$ cat config.mk
export PLATFORM = sky130hd
export DESIGN_NAME = nco_update_core
export DESIGN_NICKNAME = d
export VERILOG_FILES = /design/src/rtl/nco_pkg.sv /design/src/rtl/nco_sync_div.sv /design/src/rtl/nco_update_fsm.sv /design/src/rtl/nco_shadow_bank.sv /design/src/rtl/nco_phase_acc.sv /design/src/rtl/nco_update_core.sv
export SDC_FILE = /design/constraint.sdc
export NUM_CORES = 1
export LEC_CHECK = 0
export BUFFER_PORTS_ARGS = -buffer_cell sky130_fd_sc_hd__buf_2
export CORE_ASPECT_RATIO = 0.5
export CORE_MARGIN = 3
export CORE_UTILIZATION = 48
export DETAILED_ROUTE_END_ITERATION = 8
export PLACE_DENSITY = 0.69
export SYNTH_ARGS = -nofsm -noshare
export SYNTH_HDL_FRONTEND = slang
export SYNTH_HIERARCHICAL = 1
export SYNTH_SLANG_ARGS = --single-unit
$ cat constraint.sdc
create_clock -name clk -period 4.15 [get_ports clk]
set_clock_uncertainty 0.1 [all_clocks]
set_input_delay 0.83 -clock clk [delete_from_list [all_inputs] [get_ports clk]]
set_output_delay 0.83 -clock clk [all_outputs]
set_load 0.05 [all_outputs]
$ cat src/rtl/nco_pkg.sv
package nco_pkg;
    localparam int NPROF  = 8;
    localparam int PSEL_W = $clog2(NPROF);
    localparam int ADDR_W = PSEL_W + 2;

    localparam logic [ADDR_W-1:0] A_FTW  = ADDR_W'(0);
    localparam logic [ADDR_W-1:0] A_POW  = ADDR_W'(1);
    localparam logic [ADDR_W-1:0] A_CTRL = ADDR_W'(2);

    typedef enum logic [1:0] {
        ST_IDLE     = 2'd0,
        ST_ARMED    = 2'd1,
        ST_CAPTURED = 2'd2
    } upd_state_t;
endpackage

$ cat src/rtl/nco_sync_div.sv
module nco_sync_div #(
    parameter int DIV = 16
) (
    input  logic clk,
    input  logic rst,
    input  logic align,
    output logic ce
);
    localparam int CW = $clog2(DIV);
    localparam logic [CW-1:0] LAST = CW'(DIV - 1);

    logic [CW-1:0] cnt_q;

    always_ff @(posedge clk) begin
        if (rst || align) begin
            cnt_q <= '0;
        end else if (cnt_q == LAST) begin
            cnt_q <= '0;
        end else begin
            cnt_q <= cnt_q + 1'b1;
        end
    end

    assign ce = (cnt_q == LAST);
endmodule

$ cat src/rtl/nco_update_fsm.sv
module nco_update_fsm
    import nco_pkg::*;
(
    input  logic       clk,
    input  logic       rst,
    input  logic       upd_req,
    input  logic       sync_ce,
    output logic       xfer,
    output upd_state_t state_o
);
    upd_state_t st_q, st_d;

    always_ff @(posedge clk) begin
        if (rst) begin
            st_q <= ST_IDLE;
        end else begin
            st_q <= st_d;
        end
    end

    always_comb begin
        st_d = st_q;
        xfer = 1'b0;
        unique case (st_q)
            ST_IDLE: begin
                if (upd_req) begin
                    st_d = sync_ce ? ST_CAPTURED : ST_ARMED;
                end
            end
            ST_ARMED: begin
                if (sync_ce) begin
                    st_d = ST_CAPTURED;
                end
            end
            ST_CAPTURED: begin
                if (sync_ce) begin
                    xfer = 1'b1;
                    st_d = upd_req ? ST_ARMED : ST_IDLE;
                end
            end
            default: st_d = ST_IDLE;
        endcase
    end

    assign state_o = st_q;
endmodule

$ cat src/rtl/nco_shadow_bank.sv
module nco_shadow_bank
    import nco_pkg::*;
#(
    parameter int FTW_W = 32,
    parameter int POW_W = 16
) (
    input  logic              clk,
    input  logic              rst,
    input  logic              wr_en,
    input  logic [ADDR_W-1:0] wr_addr,
    input  logic [FTW_W-1:0]  wr_data,
    input  logic [PSEL_W-1:0] prof_sel,
    output logic [FTW_W-1:0]  nxt_ftw,
    output logic [POW_W-1:0]  nxt_pow
);
    logic [FTW_W-1:0] dir_ftw_q;
    logic [POW_W-1:0] dir_pow_q;
    logic             mode_q;
    logic [FTW_W-1:0] slot_ftw [NPROF];
    logic [POW_W-1:0] slot_pow [NPROF];

    wire in_slots = wr_addr[ADDR_W-1];
    wire pow_kind = wr_addr[ADDR_W-2];
    wire [PSEL_W-1:0] slot_idx = wr_addr[PSEL_W-1:0];

    always_ff @(posedge clk) begin
        if (rst) begin
            dir_ftw_q <= '0;
            dir_pow_q <= '0;
            mode_q    <= 1'b0;
        end else if (wr_en && !in_slots) begin
            if (wr_addr == A_FTW)  dir_ftw_q <= wr_data;
            if (wr_addr == A_POW)  dir_pow_q <= wr_data[POW_W-1:0];
            if (wr_addr == A_CTRL) mode_q    <= wr_data[0];
        end
    end

    for (genvar g = 0; g < NPROF; g++) begin : g_slot
        wire hit = wr_en && in_slots && (slot_idx == PSEL_W'(g));
        always_ff @(posedge clk) begin
            if (rst) begin
                slot_ftw[g] <= '0;
                slot_pow[g] <= '0;
            end else if (hit) begin
                if (pow_kind) slot_pow[g] <= wr_data[POW_W-1:0];
                else          slot_ftw[g] <= wr_data;
            end
        end
    end

    always_comb begin
        if (mode_q) begin
            nxt_ftw = slot_ftw[prof_sel];
            nxt_pow = slot_pow[prof_sel];
        end else begin
            nxt_ftw = dir_ftw_q;
            nxt_pow = dir_pow_q;
        end
    end
endmodule

$ cat src/rtl/nco_phase_acc.sv
module nco_phase_acc #(
    parameter int ACC_W = 32,
    parameter int POW_W = 16
) (
    input  logic             clk,
    input  logic             rst,
    input  logic             load,
    input  logic [ACC_W-1:0] nxt_ftw,
    input  logic [POW_W-1:0] nxt_pow,
    output logic [ACC_W-1:0] acc_o,
    output logic [ACC_W-1:0] ftw_o,
    output logic [POW_W-1:0] pow_o,
    output logic [POW_W-1:0] phase_o
);
    logic [ACC_W-1:0] acc_q, ftw_q;
    logic [POW_W-1:0] pow_q;

    always_ff @(posedge clk) begin
        if (rst) begin
            acc_q <= '0;
            ftw_q <= '0;
            pow_q <= '0;
        end else begin
            acc_q <= acc_q + ftw_q;
            if (load) begin
                ftw_q <= nxt_ftw;
                pow_q <= nxt_pow;
            end
        end
    end

    assign acc_o   = acc_q;
    assign ftw_o   = ftw_q;
    assign pow_o   = pow_q;
    assign phase_o = acc_q[ACC_W-1 -: POW_W] + pow_q;
endmodule

$ cat src/rtl/nco_update_core.sv
module nco_update_core
    import nco_pkg::*;
#(
    parameter int ACC_W = 32,
    parameter int POW_W = 16,
    parameter int DIV   = 16
) (
    input  logic              clk,
    input  logic              rst,
    input  logic              wr_en,
    input  logic [ADDR_W-1:0] wr_addr,
    input  logic [ACC_W-1:0]  wr_data,
    input  logic [PSEL_W-1:0] prof_sel,
    input  logic              upd_req,
    input  logic              sync_align,
    output logic              sync_ce,
    output logic [POW_W-1:0]  phase_out
);
    logic             xfer;
    upd_state_t       fsm_state;
    logic [ACC_W-1:0] nxt_ftw, acc_q, act_ftw;
    logic [POW_W-1:0] nxt_pow, act_pow;

    nco_sync_div #(.DIV(DIV)) u_div (
        .clk(clk), .rst(rst), .align(sync_align), .ce(sync_ce)
    );

    nco_update_fsm u_fsm (
        .clk(clk), .rst(rst), .upd_req(upd_req), .sync_ce(sync_ce),
        .xfer(xfer), .state_o(fsm_state)
    );

    nco_shadow_bank #(.FTW_W(ACC_W), .POW_W(POW_W)) u_bank (
        .clk(clk), .rst(rst), .wr_en(wr_en), .wr_addr(wr_addr),
        .wr_data(wr_data), .prof_sel(prof_sel),
        .nxt_ftw(nxt_ftw), .nxt_pow(nxt_pow)
    );

    nco_phase_acc #(.ACC_W(ACC_W), .POW_W(POW_W)) u_acc (
        .clk(clk), .rst(rst), .load(xfer), .nxt_ftw(nxt_ftw),
        .nxt_pow(nxt_pow), .acc_o(acc_q), .ftw_o(act_ftw),
        .pow_o(act_pow), .phase_o(phase_out)
    );
endmodule

==> results.sh, run 1 <==
export IMPL_start_util_pct=48.9
export IMPL_gr_usage_met1_pct=36.4
export IMPL_area_growth_synth_to_final_pct=9.33
export IMPL_rows=59
export IMPL_synthTopCellsByArea="edfxtp_1, dfxtp_1, mux2i_1"
export IMPL_grt_pass1_wl_mm=110
export IMPL_synth_edf_count=384
export IMPL_grtUsageTotal_pct=25.5
export IMPL_worst_pin_slew_ns=1.10
export IMPL_clock_sinks=519
export IMPL_met3_usage_pct=5.29
export IMPL_drtPass1Iterations=5
export IMPL_clockBufferDepth=3
export IMPL_antenna_left=0
export IMPL_required_ns=3.22
export IMPL_dp_cells=2880
export IMPL_ir_drop_v=0.000301
export IMPL_hold_violations=0
export IMPL_fmax_ghz=0.248
export IMPL_grtUsageMet2_pct=39.8
export IMPL_power_density_mw_per_mm2=392
export IMPL_via_per_inst=6.13
export IMPL_fin_crit_ns=4.03
export IMPL_grt_pass1_vias=17700
export IMPL_async_reset_ff_share_pct=0
export IMPL_gp_congestion=0.892
export IMPL_critPathArrivalTime_ns=3.10
export IMPL_ctsRootBufferMaster="clkbuf_16"
export IMPL_total_power_w=0.0110
export IMPL_clk_pin_slew_ns=0.07
export IMPL_syn_inst=2254
export IMPL_slew_headroom_pct=26.8
export IMPL_core_area_mm2=0.0523
export IMPL_hold_slack_ns=0.318
export IMPL_fin_tns_setup_ns=0
export IMPL_grt_max_degree=81
export IMPL_yosys_most_used_dff="edfxtp_1"
export IMPL_cts_tree="yes"
export IMPL_endpoint_kind="output pin"
export IMPL_dieArea_mm2=0.0563
export IMPL_die_w_um=332
export IMPL_hold_class="in2reg"
export IMPL_synth_avg_cell_area_um2=11.3
export IMPL_dieHeight_um=169
export IMPL_dp_hpwl_mm=44.3
export IMPL_h_tree_depth=2
export IMPL_stdcell_count=2974
export IMPL_drtIter0Drc=2276
export IMPL_cts_hold_buf=0
export IMPL_path_max_fanout=3
export IMPL_drc_errors=0
export IMPL_maxCapViolations=0
export IMPL_wl_mm=72.6
export IMPL_wl_per_cell_um=24.4
export IMPL_start_kind="flop"
export IMPL_hold_depth=2
export IMPL_ios=62
export IMPL_synth_top_cell_area_share_pct=45.1
export IMPL_numCtsBuffers=48
export IMPL_run_status="finished clean"
export IMPL_antenna_found_initial=4
export IMPL_ys_seq_area_share_pct=55.6
export IMPL_grt_busiest_layer="met2"
export IMPL_crit_type="reg2out"
export IMPL_yosysMostFrequentCell="edfxtp_1"
export IMPL_drive_gt1_share_pct=12.5
export IMPL_synth_seq_cells=519
export IMPL_gr_total_overflow=0
export IMPL_clkLatencyLatePin_ns=0.59
export IMPL_setup_viol_count_final=0
export IMPL_ys_warn_count=6
export IMPL_portBuffers=61
export IMPL_post_route_util_pct=53.4
export IMPL_syn_num_nets=2348
export IMPL_period_share_pct=97.2
export IMPL_yosysTopAreaCell="edfxtp_1"
export IMPL_ys_types=85
export IMPL_syn_area_mm2=0.0256
export IMPL_vias=18200
export IMPL_slew_viol_final=0
export IMPL_reg2reg_depth=9
export IMPL_final_nets=2324
export IMPL_p_leak_nw=10.9
export IMPL_synth_common_cells="edfxtp_1, nor2_1, mux2i_1"
-- report_power, final --
| part | total [W] | internal (W) | leakage [nW] | switching [W] |
|---|---|---|---|---|
| clock | 0.00435 | 0.00237 | 0.735 | 0.00198 |
| combinational | 0.000769 | 0.000217 | 5.44 | 0.000553 |
| sequential | 0.00583 | 0.00578 | 4.75 | 0.0000589 |
| total | 0.0110 | 0.00836 | 10.9 | 0.00259 |
-- per-stage QoR --
| stage | setup WS, ns | area [um^2] |
|---|---|---|
| 4_1_cts | 0.0116 | 27900 |
| 6_report | 0.117 | 28000 |
| 3_3_place_gp | 0.631 | 26400 |
| 2_1_floorplan | 0.529 | 25600 |
| 3_5_place_dp | 0.598 | 26400 |
| 5_1_grt | -0.00532 | 28000 |
-- flip-flops by register name, indices dropped and copies added (netlist names) --
signal and cells:
u_fsm/state_o 2, u_bank/dir_ftw_q 32, u_acc/acc_o 32, u_bank/mode_q 1, u_bank/dir_pow_q 16, u_div/cnt_q 4
u_acc/ftw_o 32, u_bank/slot_pow 128, u_acc/pow_o 16, u_bank/slot_ftw 256
-- worst max-delay path, cell delays in order, from the launching register on --
cell and delay, ns:
dfxtp_1 0.32, ha_1 0.22, fa_2 0.36, a21o_1 0.17
a21o_1 0.22, a21boi_2 0.16, nor2_1 0.07, a2111o_1 0.41
a31oi_1 0.22, xnor2_1 0.14, buf_4 0.22
-- kinds of logic after synthesis --
group | count (synthesis) | synth area share (%)
adders and majority gates | 49 | 2.46
xor gates and xnor gates | 38 | 1.30
buffers and inverters | 196 | 3.73
DFF | 519 | 55.6
AOI/OAI and AO/OA | 406 | 11.5
and+or+nand+nor | 851 | 17.7
muxes | 195 | 7.66
-- timing repair --
| action | CTS | global route |
|---|---|---|
| setup endpoints to repair | 1 | 1 |
| pin swaps | 0 | 2 |
| setup buffers | 0 | 1 |
| gates resized for setup | 1 | 2 |
| cloned | 0 | 0 |
-- metal layers --
| metal | part of all wire [%] | wire length (um) |
|---|---|---|
| met1 | 43 | 31500 |
| met2 | 45 | 32500 |
| met3 | 9.6 | 6950 |
| met4 | 2.3 | 1630 |
| met5 | 0.018 | 13 |
-- layout by cell type (no fill, tap or decap), types with 28 or more instances in the layout --
master     synthesis  layout
ha_1              47      47
and3_1           102     102
o21ai_0           54      54
nand2b_1          29      28
buf_2             43      58
dfxtp_1          135     134
a21oi_1           94      94
nor2b_1          106     103
edfxtp_1         384     384
a41o_1            48      48
clkbuf_16          0      49
nor2_2            31      31
buf_4             12      47
nand2_1           73      73
a211o_1           49      49
nand3_1          107     107
a22oi_1           48      48
nor2_1           247     245
and2_1           100     100
mux2i_1          192     192
-- final timing paths --
path / start / slack (ns) / to
min: sync_align / 0.32 / u_div/cnt_q[2]
min reg2reg: u_div/cnt_q[0] / 0.35 / u_div/cnt_q[0]
max: u_acc/acc_o[16] / 0.12 / phase_out[12]
max reg2reg: u_acc/acc_o[0] / 1.15 / u_acc/acc_o[28]
-- final cells by class --
type,instances,area [um^2]
Fill cell,4457,24400
Sequential cell,519,14200
Multi-Input combinational cell,1539,10500
Clock buffer,57,1270
Tap cell,701,877
Timing Repair Buffer,113,790
Clock inverter,33,236
Inverter,9,33.8
Antenna cell,3,7.51
(Power assumes the default switching activity.)
==> inputs of run 2 (changes only) <==
- REMOVE_ABC_BUFFERS: default -> 1
==> run 2 against run 1 <==
Compared with the run above: non-clock buffer count is 1 higher; sequential share of layout area is 0.059 points higher; critical path depth stayed put; clock-buffer cell count is 6 higher; wire length is 3.0% lower; utilization is 0.062 points lower; sequential power hardly changed; die area stayed put; worst hold slack better by 0.037 ns; first-iteration DRC count is 12% lower; largest power group unchanged.
==> results.sh, run 2 (synthesis results as in run 1) <==
export IMPL_critPathArrivalTime_ns=3.06
export IMPL_period_share_pct=96.1
export IMPL_wl_mm=70.4
export IMPL_drtPass1Iterations=6
export IMPL_portBuffers=61
export IMPL_post_route_util_pct=53.4
export IMPL_numCtsBuffers=47
export IMPL_hold_violations=0
export IMPL_top_register="u_bank/slot_ftw"
export IMPL_place_area_mm2=0.0265
export IMPL_crit_type="reg2out"
export IMPL_design_area_mm2=0.0279
export IMPL_power_density_mw_per_mm2=386
export IMPL_layout_common_cells="edfxtp_1, nor2_1, mux2i_1"
export IMPL_die_w_um=332
export IMPL_area_growth_synth_to_final_pct=9.20
export IMPL_slew_headroom_pct=29.6
export IMPL_antenna_found_initial=6
export IMPL_drive_gt1_share_pct=12.5
export IMPL_largest_reg_flops=256
export IMPL_setup_viol_count_final=0
export IMPL_dieArea_mm2=0.0563
export IMPL_total_power_w=0.0108
export IMPL_ctsRootBufferMaster="clkbuf_16"
export IMPL_wl_met2_mm=31.2
export IMPL_grt_pass1_vias=17400
export IMPL_h_tree_depth=2
export IMPL_wl_met3_mm=7.00
export IMPL_vias=18000
export IMPL_ios=62
export IMPL_drc_errors=0
export IMPL_core_area_mm2=0.0523
export IMPL_start_util_pct=48.9
export IMPL_slew_viol_final=0
export IMPL_fin_tns_setup_ns=0
export IMPL_reg_top3="u_bank/slot_ftw x256, u_bank/slot_pow x128"
export IMPL_rows=59
export IMPL_fin_crit_ns=3.99
export IMPL_fmax_ghz=0.251
export IMPL_maxCapViolations=0
export IMPL_path_max_fanout=3
export IMPL_clockBufferDepth=3
export IMPL_clock_sinks=519
export IMPL_gp_congestion=0.898
export IMPL_final_common_cell="edfxtp_1"
export IMPL_worst_pin_slew_ns=1.06
export IMPL_dieHeight_um=169
export IMPL_clk_pin_slew_ns=0.07
export IMPL_grt_max_degree=85
export IMPL_cts_tree="yes"
export IMPL_antenna_left=0
export IMPL_met1_length_mm=30.8
export IMPL_hold_class="reg2reg"
export IMPL_grtUsageTotal_pct=24.4
export IMPL_endpoint_kind="output pin"
export IMPL_final_nets=2324
export IMPL_grt_pass1_wl_mm=105
export IMPL_required_ns=3.22
export IMPL_ir_drop_v=0.000258
export IMPL_start_kind="flop"
export IMPL_p_leak_nw=10.9
export IMPL_drtIter0Drc=1999
export IMPL_highest_layer="met5"
export IMPL_gr_total_overflow=0
export IMPL_clkLatencyLatePin_ns=0.58
export IMPL_rsz0062_at_grt="false"
export IMPL_run_status="finished clean"
export IMPL_via_per_inst=6.05
export IMPL_dp_hpwl_mm=42.5
export IMPL_wl_per_cell_um=23.7
[run 2: changes by cell type in the layout (fill, tap and decap cells not counted), moves of 2 or more]
cell | previous run | this run
a21o_1 | 27 | 30
a21o_2 | 4 | 1
buf_12 | 6 | 8
bufinv_16 | 3 | 1
clkbuf_1 | 7 | 10
clkbuf_2 | 0 | 2
clkbuf_8 | 1 | 3
clkinv_1 | 16 | 5
clkinv_2 | 9 | 14
diode_2 | 3 | 1
o21bai_1 | 8 | 10
o21bai_2 | 3 | 1
[run 2: final cells by class]
| type | count | area (um^2) |
|---|---|---|
| Multi-Input combinational cell | 1539 | 10500 |
| Tap cell | 701 | 877 |
| Antenna cell | 1 | 2.50 |
| Clock buffer | 63 | 1290 |
| Sequential cell | 519 | 14200 |
| Fill cell | 4369 | 24400 |
| Inverter | 9 | 33.8 |
| Timing Repair Buffer | 114 | 822 |
| Clock inverter | 24 | 159 |
[run 2: routing by layer]
layer  GRT usage (%)  vias up
met5               0        -
met4            6.50        4
met3            5.34      130
met2            37.6      781
met1            35.1     8859
li1                -     8190
[run 2: worst paths after layout]
kind / depth (start not counted) / to / slack, ns / from
max: 10 / phase_out[12] / 0.16 / u_acc/acc_o[16]
min: 2 / u_bank/dir_ftw_q[27] / 0.36 / u_bank/dir_ftw_q[27]
max reg2reg: 9 / u_acc/acc_o[28] / 1.13 / u_acc/ftw_o[0]
min reg2reg: 2 / u_bank/dir_ftw_q[27] / 0.36 / u_bank/dir_ftw_q[27]
[run 2: where the power goes]
| group | internal [W] | switching (W) |
|---|---|---|
| logic | 0.000219 | 0.000527 |
| clock network | 0.00226 | 0.00194 |
| registers | 0.00577 | 0.0000604 |
| total | 0.00825 | 0.00253 |
[run 2: repair_timing]
action                     in CTS  in global routing
hold buffers                    0                  0
pin swaps                       1                  4
buffers inserted                0                  0
gates cloned                    0                  0
setup endpoints to repair       1                  2
resized for setup               2                  2
[run 2: stage by stage]
step / hold slack (ns) / std cells / setup slack, ns
2_1_floorplan: 0.318 / 2067 / -0.916
3_3_place_gp: 0.335 / 2882 / 0.563
3_5_place_dp: 0.348 / 2882 / 0.545
4_1_cts: 0.345 / 2969 / 0.0280
5_1_grt: 0.348 / 2970 / 0.00233
6_report: 0.355 / 2970 / 0.163
[run 2: critical path, stage by stage (launching register included)]
cell      delay [ns]
dfxtp_1         0.33
ha_1            0.23
fa_2            0.37
a21o_1          0.18
a21o_1          0.19
a21boi_2        0.15
nor2_1          0.08
a2111o_1        0.39
a31oi_2         0.21
xnor2_1         0.15
buf_4           0.22
